===== src/rtl/sb_pkg.sv =====
package sb_pkg;
  localparam int NFU = 5;
  localparam int UW  = $clog2(NFU + 1);

  localparam int FU_INT  = 0;
  localparam int FU_MUL1 = 1;
  localparam int FU_MUL2 = 2;
  localparam int FU_ADD  = 3;
  localparam int FU_DIV  = 4;

  typedef enum logic [2:0] {
    OP_LOAD = 3'd0,
    OP_MUL  = 3'd1,
    OP_ADD  = 3'd2,
    OP_SUB  = 3'd3,
    OP_DIV  = 3'd4
  } op_e;

  typedef enum logic [1:0] {
    ST_IDLE,
    ST_WAIT,
    ST_EXEC,
    ST_WB
  } step_e;
endpackage


===== src/rtl/sb_issue.sv =====
module sb_issue import sb_pkg::*; #(
  parameter int CW       = 6,
  parameter int LAT_LOAD = 1,
  parameter int LAT_ADD  = 2,
  parameter int LAT_MUL  = 10,
  parameter int LAT_DIV  = 40
) (
  input  logic [2:0]     op,
  input  logic [NFU-1:0] fu_busy,
  output logic [UW-1:0]  unit,
  output logic           unit_ok,
  output logic [CW-1:0]  lat,
  output logic           uses2
);
  logic known;

  always_comb begin
    unit  = UW'(FU_ADD);
    lat   = CW'(LAT_ADD);
    uses2 = 1'b1;
    known = 1'b1;
    case (op_e'(op))
      OP_LOAD: begin
        unit  = UW'(FU_INT);
        lat   = CW'(LAT_LOAD);
        uses2 = 1'b0;
      end
      OP_MUL: begin
        unit = fu_busy[FU_MUL1] ? UW'(FU_MUL2) : UW'(FU_MUL1);
        lat  = CW'(LAT_MUL);
      end
      OP_ADD, OP_SUB: ;
      OP_DIV: begin
        unit = UW'(FU_DIV);
        lat  = CW'(LAT_DIV);
      end
      default: known = 1'b0;
    endcase
    unit_ok = known && !fu_busy[unit];
  end
endmodule


===== src/rtl/sb_fu_slot.sv =====
module sb_fu_slot import sb_pkg::*; #(
  parameter int RW   = 4,
  parameter int IDXW = 8,
  parameter int CW   = 6
) (
  input  logic            clk,
  input  logic            rst_n,
  input  logic            issue_en,
  input  logic [RW-1:0]   iss_dst,
  input  logic [RW-1:0]   iss_s1,
  input  logic [RW-1:0]   iss_s2,
  input  logic [UW-1:0]   iss_q1,
  input  logic [UW-1:0]   iss_q2,
  input  logic            iss_use2,
  input  logic [CW-1:0]   iss_lat,
  input  logic [IDXW-1:0] iss_idx,
  input  logic [NFU-1:0]  wr_vec,
  input  logic            war_ok,
  output logic            busy,
  output logic [RW-1:0]   dst,
  output logic [RW-1:0]   src1,
  output logic [RW-1:0]   src2,
  output logic            pend1,
  output logic            pend2,
  output logic [IDXW-1:0] idx,
  output logic            read_fire,
  output logic            done_fire,
  output logic            write_fire
);
  step_e         st;
  logic [UW-1:0] q1_q, q2_q;
  logic          r1_q, r2_q, use2_q;
  logic [CW-1:0] lat_q, cnt_q;
  logic          q1_hit, q2_hit;

  assign q1_hit     = (q1_q != '0) && wr_vec[q1_q - 1'b1];
  assign q2_hit     = (q2_q != '0) && wr_vec[q2_q - 1'b1];
  assign read_fire  = (st == ST_WAIT) && r1_q && (r2_q || !use2_q);
  assign done_fire  = (st == ST_EXEC) && (cnt_q == CW'(1));
  assign write_fire = (st == ST_WB) && war_ok;
  assign busy       = (st != ST_IDLE);
  assign pend1      = (st == ST_WAIT) && r1_q;
  assign pend2      = (st == ST_WAIT) && r2_q;

  always_ff @(posedge clk) begin
    if (!rst_n) begin
      st     <= ST_IDLE;
      dst    <= '0;
      src1   <= '0;
      src2   <= '0;
      q1_q   <= '0;
      q2_q   <= '0;
      r1_q   <= 1'b0;
      r2_q   <= 1'b0;
      use2_q <= 1'b0;
      lat_q  <= '0;
      cnt_q  <= '0;
      idx    <= '0;
    end else begin
      case (st)
        ST_IDLE: if (issue_en) begin
          dst    <= iss_dst;
          src1   <= iss_s1;
          src2   <= iss_s2;
          q1_q   <= iss_q1;
          q2_q   <= iss_q2;
          r1_q   <= (iss_q1 == '0);
          r2_q   <= iss_use2 && (iss_q2 == '0);
          use2_q <= iss_use2;
          lat_q  <= iss_lat;
          idx    <= iss_idx;
          st     <= ST_WAIT;
        end
        ST_WAIT: begin
          if (q1_hit) begin r1_q <= 1'b1; q1_q <= '0; end
          if (q2_hit) begin r2_q <= 1'b1; q2_q <= '0; end
          if (read_fire) begin
            r1_q  <= 1'b0;
            r2_q  <= 1'b0;
            cnt_q <= lat_q;
            st    <= ST_EXEC;
          end
        end
        ST_EXEC: begin
          cnt_q <= cnt_q - 1'b1;
          if (done_fire) st <= ST_WB;
        end
        ST_WB: if (write_fire) st <= ST_IDLE;
        default: st <= ST_IDLE;
      endcase
    end
  end

  assert_issue_idle_R2: assert property (@(posedge clk) disable iff (!rst_n)
    issue_en |-> !busy) else $error("issue into busy unit");

  assert_read_clears_R7: assert property (@(posedge clk) disable iff (!rst_n)
    read_fire |=> (!pend1 && !pend2)) else $error("read left source flags set");

  assert_done_to_wb_R6: assert property (@(posedge clk) disable iff (!rst_n)
    done_fire |=> (st == ST_WB)) else $error("completion did not enter write step");

  assert_write_frees_R8: assert property (@(posedge clk) disable iff (!rst_n)
    write_fire |=> !busy) else $error("unit still busy after write");
endmodule


===== src/rtl/sb_ctrl.sv =====
module sb_ctrl import sb_pkg::*; #(
  parameter int NREG     = 16,
  parameter int IDXW     = 8,
  parameter int LAT_LOAD = 1,
  parameter int LAT_ADD  = 2,
  parameter int LAT_MUL  = 10,
  parameter int LAT_DIV  = 40,
  localparam int RW      = $clog2(NREG)
) (
  input  logic                clk,
  input  logic                rst_n,
  input  logic                in_valid,
  output logic                in_ready,
  input  logic [2:0]          in_op,
  input  logic [RW-1:0]       in_dst,
  input  logic [RW-1:0]       in_src1,
  input  logic [RW-1:0]       in_src2,
  input  logic [IDXW-1:0]     in_idx,
  output logic                ev_issue,
  output logic [UW-1:0]       ev_issue_unit,
  output logic [NFU-1:0]      ev_read,
  output logic [NFU-1:0]      ev_done,
  output logic [NFU-1:0]      ev_write,
  output logic [NFU*IDXW-1:0] unit_idx,
  output logic [NREG*UW-1:0]  rrs_status
);
  localparam int LAT_A   = (LAT_LOAD > LAT_ADD) ? LAT_LOAD : LAT_ADD;
  localparam int LAT_B   = (LAT_MUL > LAT_DIV) ? LAT_MUL : LAT_DIV;
  localparam int LAT_MAX = (LAT_A > LAT_B) ? LAT_A : LAT_B;
  localparam int CW      = $clog2(LAT_MAX + 1);

  logic [UW-1:0]   rrs_q [NREG];
  logic [NFU-1:0]  fu_busy, rd_fire, dn_fire, wr_fire, war_ok, pr1, pr2;
  logic [RW-1:0]   sl_dst [NFU];
  logic [RW-1:0]   sl_s1  [NFU];
  logic [RW-1:0]   sl_s2  [NFU];
  logic [IDXW-1:0] sl_idx [NFU];
  logic [UW-1:0]   sel, w1, w2, q1, q2;
  logic            sel_ok, sel_use2, fire;
  logic [CW-1:0]   sel_lat;

  sb_issue #(.CW(CW), .LAT_LOAD(LAT_LOAD), .LAT_ADD(LAT_ADD),
             .LAT_MUL(LAT_MUL), .LAT_DIV(LAT_DIV)) u_iss (
    .op(in_op), .fu_busy(fu_busy), .unit(sel), .unit_ok(sel_ok),
    .lat(sel_lat), .uses2(sel_use2)
  );

  assign in_ready = sel_ok && (rrs_q[in_dst] == '0);
  assign fire     = in_valid && in_ready;

  // Producer links taken at issue; a producer writing this very cycle counts as done.
  always_comb begin
    w1 = rrs_q[in_src1];
    w2 = rrs_q[in_src2];
    q1 = ((w1 != '0) && wr_fire[w1 - 1'b1]) ? '0 : w1;
    q2 = (!sel_use2 || ((w2 != '0) && wr_fire[w2 - 1'b1])) ? '0 : w2;
  end

  // WAR: hold a write while another unit still has to read the old value.
  always_comb begin
    for (int u = 0; u < NFU; u++) begin
      war_ok[u] = 1'b1;
      for (int f = 0; f < NFU; f++) begin
        if (f != u && ((pr1[f] && sl_s1[f] == sl_dst[u]) ||
                       (pr2[f] && sl_s2[f] == sl_dst[u])))
          war_ok[u] = 1'b0;
      end
    end
  end

  for (genvar g = 0; g < NFU; g++) begin : g_unit
    sb_fu_slot #(.RW(RW), .IDXW(IDXW), .CW(CW)) u_slot (
      .clk(clk), .rst_n(rst_n),
      .issue_en(fire && (sel == UW'(g))),
      .iss_dst(in_dst), .iss_s1(in_src1), .iss_s2(in_src2),
      .iss_q1(q1), .iss_q2(q2), .iss_use2(sel_use2),
      .iss_lat(sel_lat), .iss_idx(in_idx),
      .wr_vec(wr_fire), .war_ok(war_ok[g]),
      .busy(fu_busy[g]), .dst(sl_dst[g]), .src1(sl_s1[g]), .src2(sl_s2[g]),
      .pend1(pr1[g]), .pend2(pr2[g]), .idx(sl_idx[g]),
      .read_fire(rd_fire[g]), .done_fire(dn_fire[g]), .write_fire(wr_fire[g])
    );
    assign unit_idx[g*IDXW +: IDXW] = sl_idx[g];
  end

  always_ff @(posedge clk) begin
    if (!rst_n) begin
      for (int r = 0; r < NREG; r++) rrs_q[r] <= '0;
    end else begin
      for (int u = 0; u < NFU; u++)
        if (wr_fire[u]) rrs_q[sl_dst[u]] <= '0;
      if (fire) rrs_q[in_dst] <= sel + 1'b1;
    end
  end

  for (genvar r = 0; r < NREG; r++) begin : g_rrs
    assign rrs_status[r*UW +: UW] = rrs_q[r];
  end

  assign ev_issue      = fire;
  assign ev_issue_unit = sel;
  assign ev_read       = rd_fire;
  assign ev_done       = dn_fire;
  assign ev_write      = wr_fire;

  assert_status_set_R4: assert property (@(posedge clk) disable iff (!rst_n)
    fire |=> (rrs_q[$past(in_dst)] == ($past(sel) + UW'(1))))
    else $error("status entry not set after issue");
endmodule


===== config.mk =====
export PLATFORM = sky130hd
export DESIGN_NAME = sb_ctrl
export DESIGN_NICKNAME = d
export VERILOG_FILES = /design/src/rtl/sb_pkg.sv /design/src/rtl/sb_issue.sv /design/src/rtl/sb_fu_slot.sv /design/src/rtl/sb_ctrl.sv
export SDC_FILE = /design/constraint.sdc
export NUM_CORES = 1
export LEC_CHECK = 0
export BUFFER_PORTS_ARGS = -buffer_cell sky130_fd_sc_hd__buf_4
export CAP_MARGIN = 15
export CORE_ASPECT_RATIO = 0.9
export CORE_UTILIZATION = 68
export CTS_BUF_LIST = sky130_fd_sc_hd__clkbuf_8
export DETAILED_ROUTE_END_ITERATION = 10
export PLACE_DENSITY = 0.89
export SKIP_LAST_GASP = 1
export SYNTH_ARGS = -nofsm -noshare
export SYNTH_HDL_FRONTEND = slang
export SYNTH_HIERARCHICAL = 1
export SYNTH_SLANG_ARGS = --single-unit

===== constraint.sdc =====
create_clock -name clk -period 6.2 [get_ports clk]
set_input_delay 0.93 -clock clk [delete_from_list [all_inputs] [get_ports clk]]
set_output_delay 0.93 -clock clk [all_outputs]
set_load 0.01 [all_outputs]

After elaboration in Yosys (flattened, before gate mapping)
Memories as Yosys holds them, arrays and structs flattened.
Cells that the tools add are included.
{"block": "word_totals", "reg_bits": 215, "mem_bits_rw": 48, "input_bits": 26, "output_inout_bits": 108, "wordCells": 592, "mem_count": 1}
{"name": "rrs_q", "words": 16, "word_bits": 3, "read_ports": 19, "rd_ports_with_merged_regs": 0, "write_ports": 16, "line": "sb_ctrl.sv:32", "source": "logic [UW-1:0] rrs_q [NREG];"}
{"block": "op_classes", "addsub": 18, "magnitude_cmp": 13, "n_eq_ne": 108, "n_mux": 195, "reduce_logical": 197}
{"op": "4-bit == test", "count": 40}
{"op": "1-bit 2-to-1 mux", "count": 90}
{"op": "1-bit logical AND", "count": 86}
{"op": "3-bit 2-to-1 mux", "count": 28}
{"op": "2-bit by 1-bit inequality test with 1-bit output, second input constant", "count": 30}
{"op": "3-bit one-hot mux with 2 select lines", "count": 10}
{"op": "6-bit one-hot mux with 2 select lines", "count": 5}
{"op": "3-bit AND reduction", "count": 20}
{"op": "3-bit by 4-bit less-than comparator with 1-bit output, second input constant", "count": 13}
{"op": "2-bit 2-to-1 mux", "count": 21}
{"op": "2-bit one-hot mux with 4 select lines", "count": 5}
{"op": "1-bit binary-select mux with 3-bit select", "count": 13}
{"op": "3-bit nonzero test", "count": 12}
{"op": "3-bit by 1-bit subtractor with 3-bit output, second input constant", "count": 12}
{"op": "6-bit by 1-bit == test with 1-bit output, second input constant", "count": 5}
{"op": "6-bit 2-to-1 mux", "count": 5}
{"op": "3-bit by 1-bit inequality test with 1-bit output, second input constant", "count": 10}
{"op": "2-bit nonzero test", "count": 15}
{"op": "6-bit by 1-bit subtractor with 6-bit output, second input constant", "count": 5}
{"op": "1-bit logical OR", "count": 26}
{"op": "4-bit 2-to-1 mux", "count": 6}
{"op": "2-bit == test, second input constant", "count": 10}
{"op": "1-bit one-hot mux with 2 select lines", "count": 10}
{"op": "2-bit AND reduction", "count": 10}
{"op": "13 further kinds", "count": 44}

Longest topological paths before layout
Gate-level depths: netlist of run 1.
{"block": "depth", "ltp_word": 18, "depth_mapped": 19, "depth_no_buf": 18}

Cells and area by module
Netlist of run 1, hierarchy kept.
{"mod": "sb_fu_slot at g_unit[0].u_slot ...", "instances": 4, "cells_per_inst": 265, "area_each_um2": 2107.0, "seq_area_each_um2": 860.8}
{"mod": "sb_ctrl", "instances": 1, "cells_per_inst": 706, "area_each_um2": 6157.2, "seq_area_each_um2": 1441.4}
{"mod": "sb_fu_slot at g_unit[4].u_slot", "instances": 1, "cells_per_inst": 265, "area_each_um2": 2108.3, "seq_area_each_um2": 860.8}
{"mod": "sb_issue", "instances": 1, "cells_per_inst": 22, "area_each_um2": 161.4, "seq_area_each_um2": 0.0}

Worst setup path before layout of run 1
OpenSTA, ideal clock, no wires.
{"block": "synth_timing", "path_type": "input to register", "from": "input in_src1[0]", "to": "register g_unit[0].u_slot.r1_q", "setup_time_ns": 0.122, "arrival_ns": 4.207, "t_required_ns": 6.078, "setup_slack_ns": 1.872, "stages": 16, "n_path_buf": 2, "path_cell_list": "buf_2 -> buf_6 -> mux2i_1 -> a221oi_1 -> a22oi_1 -> and2_1 -> ha_1 -> ha_1 -> mux2_2 -> nand2_1 -> a21oi_1 -> a21boi_0 -> a211oi_1 -> o41a_1 -> o21ai_0 -> o311a_1"}
{"block": "synth_via", "elab_chain_cells": 9, "word_cells_on_any_way": 10, "classes_between": "add/sub (1); mux (5); reduce/logical (3); memory (1)"}
{"item": "from (decl)", "line": "sb_ctrl.sv:16", "source": "input logic [RW-1:0] in_src1,"}
{"item": "memory read 16 x 3 bit (*)"}
{"item": "3-bit by 1-bit subtractor with 3-bit output", "line": "sb_ctrl.sv:55", "source": "q1 = ((w1 != '0) && wr_fire[w1 - 1'b1]) ? '0 : w1;"}
{"item": "1-bit binary-select mux with 3-bit select", "line": "sb_ctrl.sv:55"}
{"item": "1-bit 2-to-1 mux (implied by the code)", "line": "sb_ctrl.sv:55"}
{"item": "1-bit logical AND", "line": "sb_ctrl.sv:55"}
{"item": "3-bit 2-to-1 mux (*)", "line": "sb_ctrl.sv:55"}
{"item": "net q1[1]", "line": "sb_ctrl.sv:38", "source": "logic [UW-1:0] sel, w1, w2, q1, q2;"}
{"item": "3-bit zero test (*)", "line": "sb_fu_slot.sv:67", "source": "r1_q <= (iss_q1 == '0);"}
{"item": "1-bit 2-to-1 mux (*)", "line": "sb_fu_slot.sv:61", "source": "ST_IDLE: if (issue_en) begin"}
{"item": "1-bit one-hot mux with 2 select lines (*)", "line": "sb_fu_slot.sv:60", "source": "case (st)"}
{"item": "to (signal assigned)", "line": "sb_fu_slot.sv:67"}
{"item": "to (decl)", "line": "sb_fu_slot.sv:32", "source": "logic r1_q, r2_q, use2_q;"}
The timed path passes the listed nets; every way through them passes the cells marked *. The select of a mux whose other input is x is not followed.
A chain may end at the register's enable or synchronous reset.

Final worst setup path of run 1
{"block": "layout_timing", "from": "register g_unit[0].u_slot.st[1]", "to": "register g_unit[4].u_slot.r1_q"}
{"block": "layout_via", "elab_chain_cells": 16, "word_cells_on_any_way": 58, "classes_between": "eq/ne (4); mux (25); reduce/logical (29)"}
{"item": "from (decl)", "line": "sb_fu_slot.sv:30", "source": "step_e st;"}
{"item": "from (signal assigned)", "line": "sb_fu_slot.sv:47", "source": "st <= ST_IDLE;"}
{"item": "from (signal assigned)", "line": "sb_fu_slot.sv:72", "source": "st <= ST_WAIT;"}
{"item": "from (signal assigned)", "line": "sb_fu_slot.sv:81", "source": "st <= ST_EXEC;"}
{"item": "2-bit by 1-bit == test with 1-bit output", "line": "sb_fu_slot.sv:43", "source": "assign pend2 = (st == ST_WAIT) && r2_q;"}
{"item": "1-bit logical AND", "line": "sb_fu_slot.sv:43"}
{"item": "net pr2[0]", "line": "sb_ctrl.sv:33", "source": "logic [NFU-1:0] fu_busy, rd_fire, dn_fire, wr_fire, war_ok, pr1, pr2;"}
{"item": "1-bit logical AND", "line": "sb_ctrl.sv:65", "source": "(pr2[f] && sl_s2[f] == sl_dst[u])))"}
{"item": "1-bit logical OR", "line": "sb_ctrl.sv:64", "source": "if (f != u && ((pr1[f] && sl_s1[f] == sl_dst[u]) ||"}
{"item": "1-bit 2-to-1 mux (4 in a row)", "line": "sb_ctrl.sv:64"}
{"item": "net war_ok[4]", "line": "sb_ctrl.sv:33"}
{"item": "1-bit logical AND", "line": "sb_fu_slot.sv:40", "source": "assign write_fire = (st == ST_WB) && war_ok;"}
{"item": "1-bit binary-select mux with 3-bit select", "line": "sb_ctrl.sv:55"}
{"item": "1-bit 2-to-1 mux (implied by the code)", "line": "sb_ctrl.sv:55"}
{"item": "1-bit logical AND", "line": "sb_ctrl.sv:55"}
{"item": "3-bit 2-to-1 mux", "line": "sb_ctrl.sv:55"}
{"item": "net q1[0]", "line": "sb_ctrl.sv:38"}
{"item": "3-bit zero test", "line": "sb_fu_slot.sv:67"}
{"item": "1-bit 2-to-1 mux", "line": "sb_fu_slot.sv:61"}
{"item": "1-bit one-hot mux with 2 select lines", "line": "sb_fu_slot.sv:60"}
{"item": "to (signal assigned)", "line": "sb_fu_slot.sv:67"}
{"item": "to (decl)", "line": "sb_fu_slot.sv:32"}
The timed path passes the listed nets, and every way through them passes these cells. The select of a mux whose other input is x is not followed.

==> run summary, run 1 <==
status -> completed
metal2 WL -> 23,500 um
Max-cap violations -> 0
critical path peak fanout -> 12
clk root buf -> clkbuf_8
# rows -> 54
Final Hold Viols -> 0
setup TNS -> 0 ns
P_leak -> 7.30 nW
commonest non-fill, non-tap cell in the layout -> nand2_1
Clock Latency Late Sink -> 0.56 ns
ys async rst share -> 0
max incr delay on CP -> 0.83 ns
actual slew at the worst max-slew pin -> 1.10 ns
gr usage total -> 0.423
Most used DFF post-synth -> dfxtp_1
hold_ws -> 0.454 ns
Final Cycle Share -> 0.761
CTS Hold Bufs -> 0
Mapped Area -> 16,900 um^2
Slowest cell on crit path -> nor2_1
clk buf depth -> 3
number of detailed-route iterations in the first pass -> 7
Yosys warnings -> 6
Worst EP required -> 6.64 ns
die footprint -> 25,400 um^2
initial drt markers -> 2,087
#FFs+latches synth -> 263
CTS Sinks -> 263
Starting Density -> 0.695
Setup Viol. Count Final -> 0
Die W -> 168 um
Largest delay share family, worst path -> simple AND/OR/NAND/NOR gates
first-pass GRT wire length -> 84,000 um
final WL -> 54,600 um
clock-pin slew on the worst setup and hold paths -> 0.07 ns
critical path type -> reg2reg
Final ANT Viol Nets -> 0
relative slew slack -> 0.266
Port Buffers -> 133
DR top layer -> met5
IO Pins -> 134
area delta synth->final -> 11.2%
Worst Setup End Kind -> flop
CTS resizes -> 0
crit path cell chain -> inv_1 > ha_1 > and2_1 > nand2_1 > nor4_1 > a31oi_1 > and4_1 > and2_1 > buf_4 > mux2_2 > nand2_1 > a21oi_1 > nor2_1 > o41a_1 > o21ai_0 > o311a_1
DRC -> 0
Pwr Density -> 230 nW/um^2
most frequent cells in the layout -> nand2_1 (402), dfxtp_1 (215), a21oi_1 (180)
Clock H-tree levels -> 2
worst path arrival time -> 5.16 ns
global route overflow -> 0
share of post-route cells with drive strength above 1 -> 0.137
DIE HEIGHT -> 151 um
DR vias -> 16,600
CP Buf/Inv Count -> 2
met3 wire len -> 6870 um
clock skew after layout -> 0.0153 ns
drt via density -> 6.75
Slew Limit Fails -> 0
unrepaired setup endpoints after global routing -> no
vias in the first global route -> 15,700
Post-CTS Setup Inserts -> 0
Worst IR Drop VDD -> 219 uV
Syn Area/Cell -> 8.21 um^2
maximum clock rate -> 0.212 GHz
Inserted Clock Buffers -> 43
initial antenna violation count -> 2
DP HPWL -> 37,500 um
largest net degree at the start of global routing -> 73
sequential element share of the synthesized area -> 0.341
Post-synth EDFFs -> 48
wire per inst -> 22.1 um
core area -> 24,300 um^2
fin crit period -> 4.72 ns
Post-Synthesis Cells -> 2,053
nets -> 2,215
Metal-1 WL -> 20,600 um
CTS tree -> done
CP Launch Type -> flop
Worst Hold Class -> reg2reg
gp weighted congestion -> 1.01
unique cell type count in the Yosys netlist -> 80
==> stage by stage <==
stage	utilization	worst slack, ns	instances	cell area (um^2)	total power [mW]
detailed placement	0.736	1.67	2388	17800	2.72
CTS	0.772	1.71	2464	18700	4.27
global route	0.772	1.31	2464	18700	4.45
floorplan	-	1.87	2054	16900	2.45
finish	0.772	1.48	2465	18700	4.32
global placement	0.736	1.82	2388	17800	2.69
==> flip-flops by register name, indices dropped and copies added, names as in the netlist <==
name / count
g_unit.u_slot/src2: 20
g_unit.u_slot/cnt_q: 30
g_unit.u_slot/lat_q: 30
g_unit.u_slot/r1_q: 5
g_unit.u_slot/use2_q: 5
g_unit.u_slot/r2_q: 5
g_unit.u_slot/q1_q: 15
g_unit.u_slot/st: 10
g_unit.u_slot/idx: 40
g_unit.u_slot/dst: 20
g_unit.u_slot/q2_q: 15
rrs_q: 48
g_unit.u_slot/src1: 20
==> synthesized netlist by cell type, types with 7 or more instances <==
master,count,area [um^2]
buf_1,16,60.1
and2_1,29,181
nand4_1,23,144
edfxtp_1,48,1440
nor2_1,80,300
xor2_1,120,1050
clkbuf_1,95,357
nand3_1,36,180
mux2i_1,45,450
a22oi_1,32,240
buf_6,7,78.8
buf_2,7,35.0
a31oi_1,31,194
xnor2_1,41,359
nor4b_1,8,70.1
nor3_1,90,450
o31ai_1,10,75.1
o21ai_0,33,165
o221ai_1,8,70.1
a211oi_1,8,60.1
inv_1,68,255
a21oi_1,180,901
nor2b_1,22,138
nand2b_1,33,206
ha_1,64,801
inv_2,7,26.3
dfxtp_1,215,4300
o21ai_1,13,65.1
o32ai_1,19,166
o211ai_1,7,52.6
nor3b_1,13,97.6
nor4_1,46,288
mux4_2,26,586
o22ai_1,26,163
nand2_1,402,1510
==> worst register-to-register path, cell delays in order (launching register included) <==
cell and delay, ns:
dfxtp_1 0.34, inv_1 0.12, ha_1 0.51, and2_1 0.34, nand2_1 0.10, nor4_1 0.45, a31oi_1 0.10, and4_1 0.25
and2_1 0.35, buf_4 0.29, mux2_2 0.27, nand2_1 0.06, a21oi_1 0.07, nor2_1 0.83, o41a_1 0.30, o21ai_0 0.08
o311a_1 0.14
==> report_power, final <==
group | internal [mW] | switching, mW
registers | 1.79 | 0.0778
clock network | 0.862 | 0.729
logic | 0.290 | 0.569
total | 2.94 | 1.38
==> final cells by class <==
| cell class | instances | area, um^2 |
|---|---|---|
| Multi-Input combinational cell | 1584 | 10300 |
| Sequential cell | 263 | 5750 |
| Fill cell | 1767 | 5520 |
| Timing Repair Buffer | 157 | 1180 |
| Clock buffer | 50 | 688 |
| Tap cell | 308 | 385 |
| Inverter | 76 | 285 |
| Clock inverter | 26 | 199 |
| Antenna cell | 1 | 2.50 |
==> cells by family after synthesis <==
logic type / Yosys count / synth area share
AOI/OAI and AO/OA: 435 / 0.164
xor gates and xnor gates: 161 / 0.0837
DFF: 263 / 0.341
adders and majority gates: 64 / 0.0475
muxes: 79 / 0.0679
and+or+nand+nor: 843 / 0.244
other: 1 / 0.000222
buffers and inverters: 207 / 0.0511
==> path summary, 6_finish.rpt <==
kind                                                            from                                    to  slack (ns)  depth (start not counted)
worst max-delay path             g_unit[0].u_slot/st[1]$_SDFFE_PN0P_    g_unit[4].u_slot/r1_q$_SDFFE_PN0P_        1.48                         16
worst min-delay path            g_unit[2].u_slot/use2_q$_SDFFE_PN0P_  g_unit[2].u_slot/use2_q$_SDFFE_PN0P_        0.45                          2
worst max register to register   g_unit[0].u_slot/st[1]$_SDFFE_PN0P_    g_unit[4].u_slot/r1_q$_SDFFE_PN0P_        1.48                         16
worst min register to register  g_unit[2].u_slot/use2_q$_SDFFE_PN0P_  g_unit[2].u_slot/use2_q$_SDFFE_PN0P_        0.45                          2
==> layer usage <==
| layer | global-route usage | vias to the layer above |
|---|---|---|
| met5 | 0 | - |
| met4 | 0.273 | 2 |
| met3 | 0.114 | 273 |
| met2 | 0.642 | 1115 |
| met1 | 0.536 | 7812 |
| li1 | - | 7437 |
Note: power is estimated with default switching activity, not from simulation.
==> run 2, diff against run 1 <==
- CORE_UTILIZATION: 68 -> 57
- PLACE_DENSITY: 0.89 -> 0.79
- clock period: 6.2 -> 3.9 ns (I/O delays scaled with it)
==> run 2 against run 1 <==
- the flow now finishes with violations (negative setup slack)
- combinational power up 79%
- via count up 2.1%
- maximum frequency up 20%
- utilization down 8.3 points
- non-clock buffer count up 105
- largest power group unchanged
- largest cell class unchanged
- clock skew up 0.0043 ns
- first-iteration DRC count down 5.6%
- routed wire length up 5.9%
- sequential cell count unchanged
==> run summary, run 2 (synthesis gave the netlist of run 1 again) <==
Max-cap violations -> 0
Pwr Density -> 366 nW/um^2
CTS Sinks -> 263
Comb pwr share -> 0.211
most frequent CP cell -> buf_4
Starting Density -> 0.581
initial drt markers -> 1,970
initial antenna violation count -> 0
die footprint -> 30,300 um^2
clock power share -> 0.385
Final Hold Viols -> 0
actual slew at the worst max-slew pin -> 0.899 ns
first-pass GRT wire length -> 88,900 um
Worst EP required -> 4.43 ns
Die W -> 183 um
vias in the first global route -> 16,100
Worst Setup End Kind -> flop
IO Pins -> 134
most flop-heavy register -> rrs_q
largest net degree at the start of global routing -> 42
CTS Hold Bufs -> 0
Final ANT Viol Nets -> 0
gp weighted congestion -> 0.969
Port Buffers -> 133
nets -> 2,323
Inserted Clock Buffers -> 46
gr usage total -> 0.377
# rows -> 59
clock skew after layout -> 0.0196 ns
DRC -> 0
Setup WS pre-CTS -> -0.243 ns
Worst Hold Class -> in2reg
most frequent cells in the layout -> nand2_1 (402), buf_4 (256), dfxtp_1 (213)
crit path cell chain -> xor2_1 > nor3_1 > a31oi_1 > and4_1 > and2_1 > buf_4 > mux2i_1 > nor3b_2 > a211oi_2 > buf_4 > o41a_1 > o21ai_0 > o311a_1
clk root buf -> clkbuf_8
P_leak -> 7.97 nW
critical path type -> reg2reg
drt via density -> 6.38
clk buf depth -> 3
worst path arrival time -> 4.47 ns
area delta synth->final -> 18.7%
maximum clock rate -> 0.254 GHz
DP HPWL -> 41,100 um
number of detailed-route iterations in the first pass -> 6
DR vias -> 17,000
final WL -> 57,800 um
share of post-route cells with drive strength above 1 -> 0.199
max incr delay on CP -> 0.82 ns
hold_ws -> 0.269 ns
CP Launch Type -> flop
power share of the sequential group -> 0.404
Clock Latency Late Sink -> 0.60 ns
commonest non-fill, non-tap cell in the layout -> nand2_1
Worst IR Drop VDD -> 296 uV
failing checks -> negative setup slack
switch share -> 0.315
critical path peak fanout -> 18
Slew Limit Fails -> 0
Final WS setup -> -0.0391 ns
# diodes -> 0
status -> finished with violations
max FFs per register -> 48
Final Cycle Share -> 1.01
CP Buf/Inv Count -> 2
clock-pin slew on the worst setup and hold paths -> 0.08 ns
DIE HEIGHT -> 165 um
wire per inst -> 21.7 um
Net Sw Power -> 2.30 mW
global route overflow -> 0
Setup Viol. Count Final -> 1
largest registers -> rrs_q (48), g_unit.u_slot/idx (40)
relative slew slack -> 0.400
Internal -> 5.02 mW
Clock H-tree levels -> 2
Largest delay share family, worst path -> compound AO/OA/AOI/OAI gates
fin crit period -> 3.94 ns
unrepaired setup endpoints after global routing -> yes
CTS tree -> done
core area -> 29,000 um^2
Slowest cell on crit path -> dfxtp_1
==> run 2: cell type report <==
type / count / area, um^2
sequential: 263 / 5750
clock inverter: 31 / 272
multi-input combinational: 1584 / 10400
clock buffer: 53 / 729
timing repair buffer: 262 / 2040
inverter: 76 / 285
tap: 396 / 495
fill: 2362 / 9010
==> run 2: routing by layer <==
layer	global-route usage	vias to the layer above	routed length (um)
met1	0.484	8050	23000
met2	0.596	1037	25500
li1	-	7674	-
met3	0.0879	230	6310
met5	0	-	0
met4	0.191	0	2900
==> run 2: path summary, 6_finish.rpt <==
kind                                         from  depth (start not counted)  slack (ns)                                   end
min reg2reg  g_unit[3].u_slot/use2_q$_SDFFE_PN0P_                          2        0.45  g_unit[3].u_slot/use2_q$_SDFFE_PN0P_
max          g_unit[3].u_slot/dst[0]$_SDFFE_PN0P_                         13       -0.04    g_unit[0].u_slot/r1_q$_SDFFE_PN0P_
min                                     in_idx[0]                          3        0.27  g_unit[2].u_slot/idx[0]$_SDFFE_PN0P_
max reg2reg  g_unit[3].u_slot/dst[0]$_SDFFE_PN0P_                         13       -0.04    g_unit[0].u_slot/r1_q$_SDFFE_PN0P_
==> run 2: what timing repair did <==
action | in CTS | in global routing
buffers inserted | 2 | 6
gates resized for setup | 19 | 37
endpoints found under the setup margin | 33 | 87
pin swaps | 1 | 3
==> run 2: per-stage QoR <==
| step | utilization | std cells | total power, mW | instance area (um^2) | TNS (ns) |
|---|---|---|---|---|---|
| floorplan | - | 2054 | 3.90 | 16900 | 0 |
| global placement | 0.647 | 2573 | 4.37 | 18800 | -0.372 |
| detailed placement | 0.647 | 2573 | 4.41 | 18800 | -2.71 |
| CTS | 0.684 | 2659 | 7.23 | 19800 | -0.0277 |
| global route | 0.690 | 2665 | 7.57 | 20000 | -0.00439 |
| finish | 0.690 | 2665 | 7.32 | 20000 | -0.0391 |
==> run 2: worst reg2reg max path: stages, from the launching register on <==
cell,delay [ns]
dfxtp_1,0.82
xor2_1,0.24
nor3_1,0.08
a31oi_1,0.30
and4_1,0.30
and2_1,0.26
buf_4,0.34
mux2i_1,0.15
nor3b_2,0.28
a211oi_2,0.11
buf_4,0.20
o41a_1,0.42
o21ai_0,0.20
o311a_1,0.20
==> run 2: power by group through the flow <==
stage	clock network [mW]	logic, mW	registers [mW]
6_report	2.82	1.54	2.96
5_1_grt	2.95	1.65	2.96
4_1_cts	2.83	1.45	2.95
3_5_place_dp	0	1.40	3.01
3_3_place_gp	0	1.36	3.00
2_1_floorplan	0	0.921	2.98
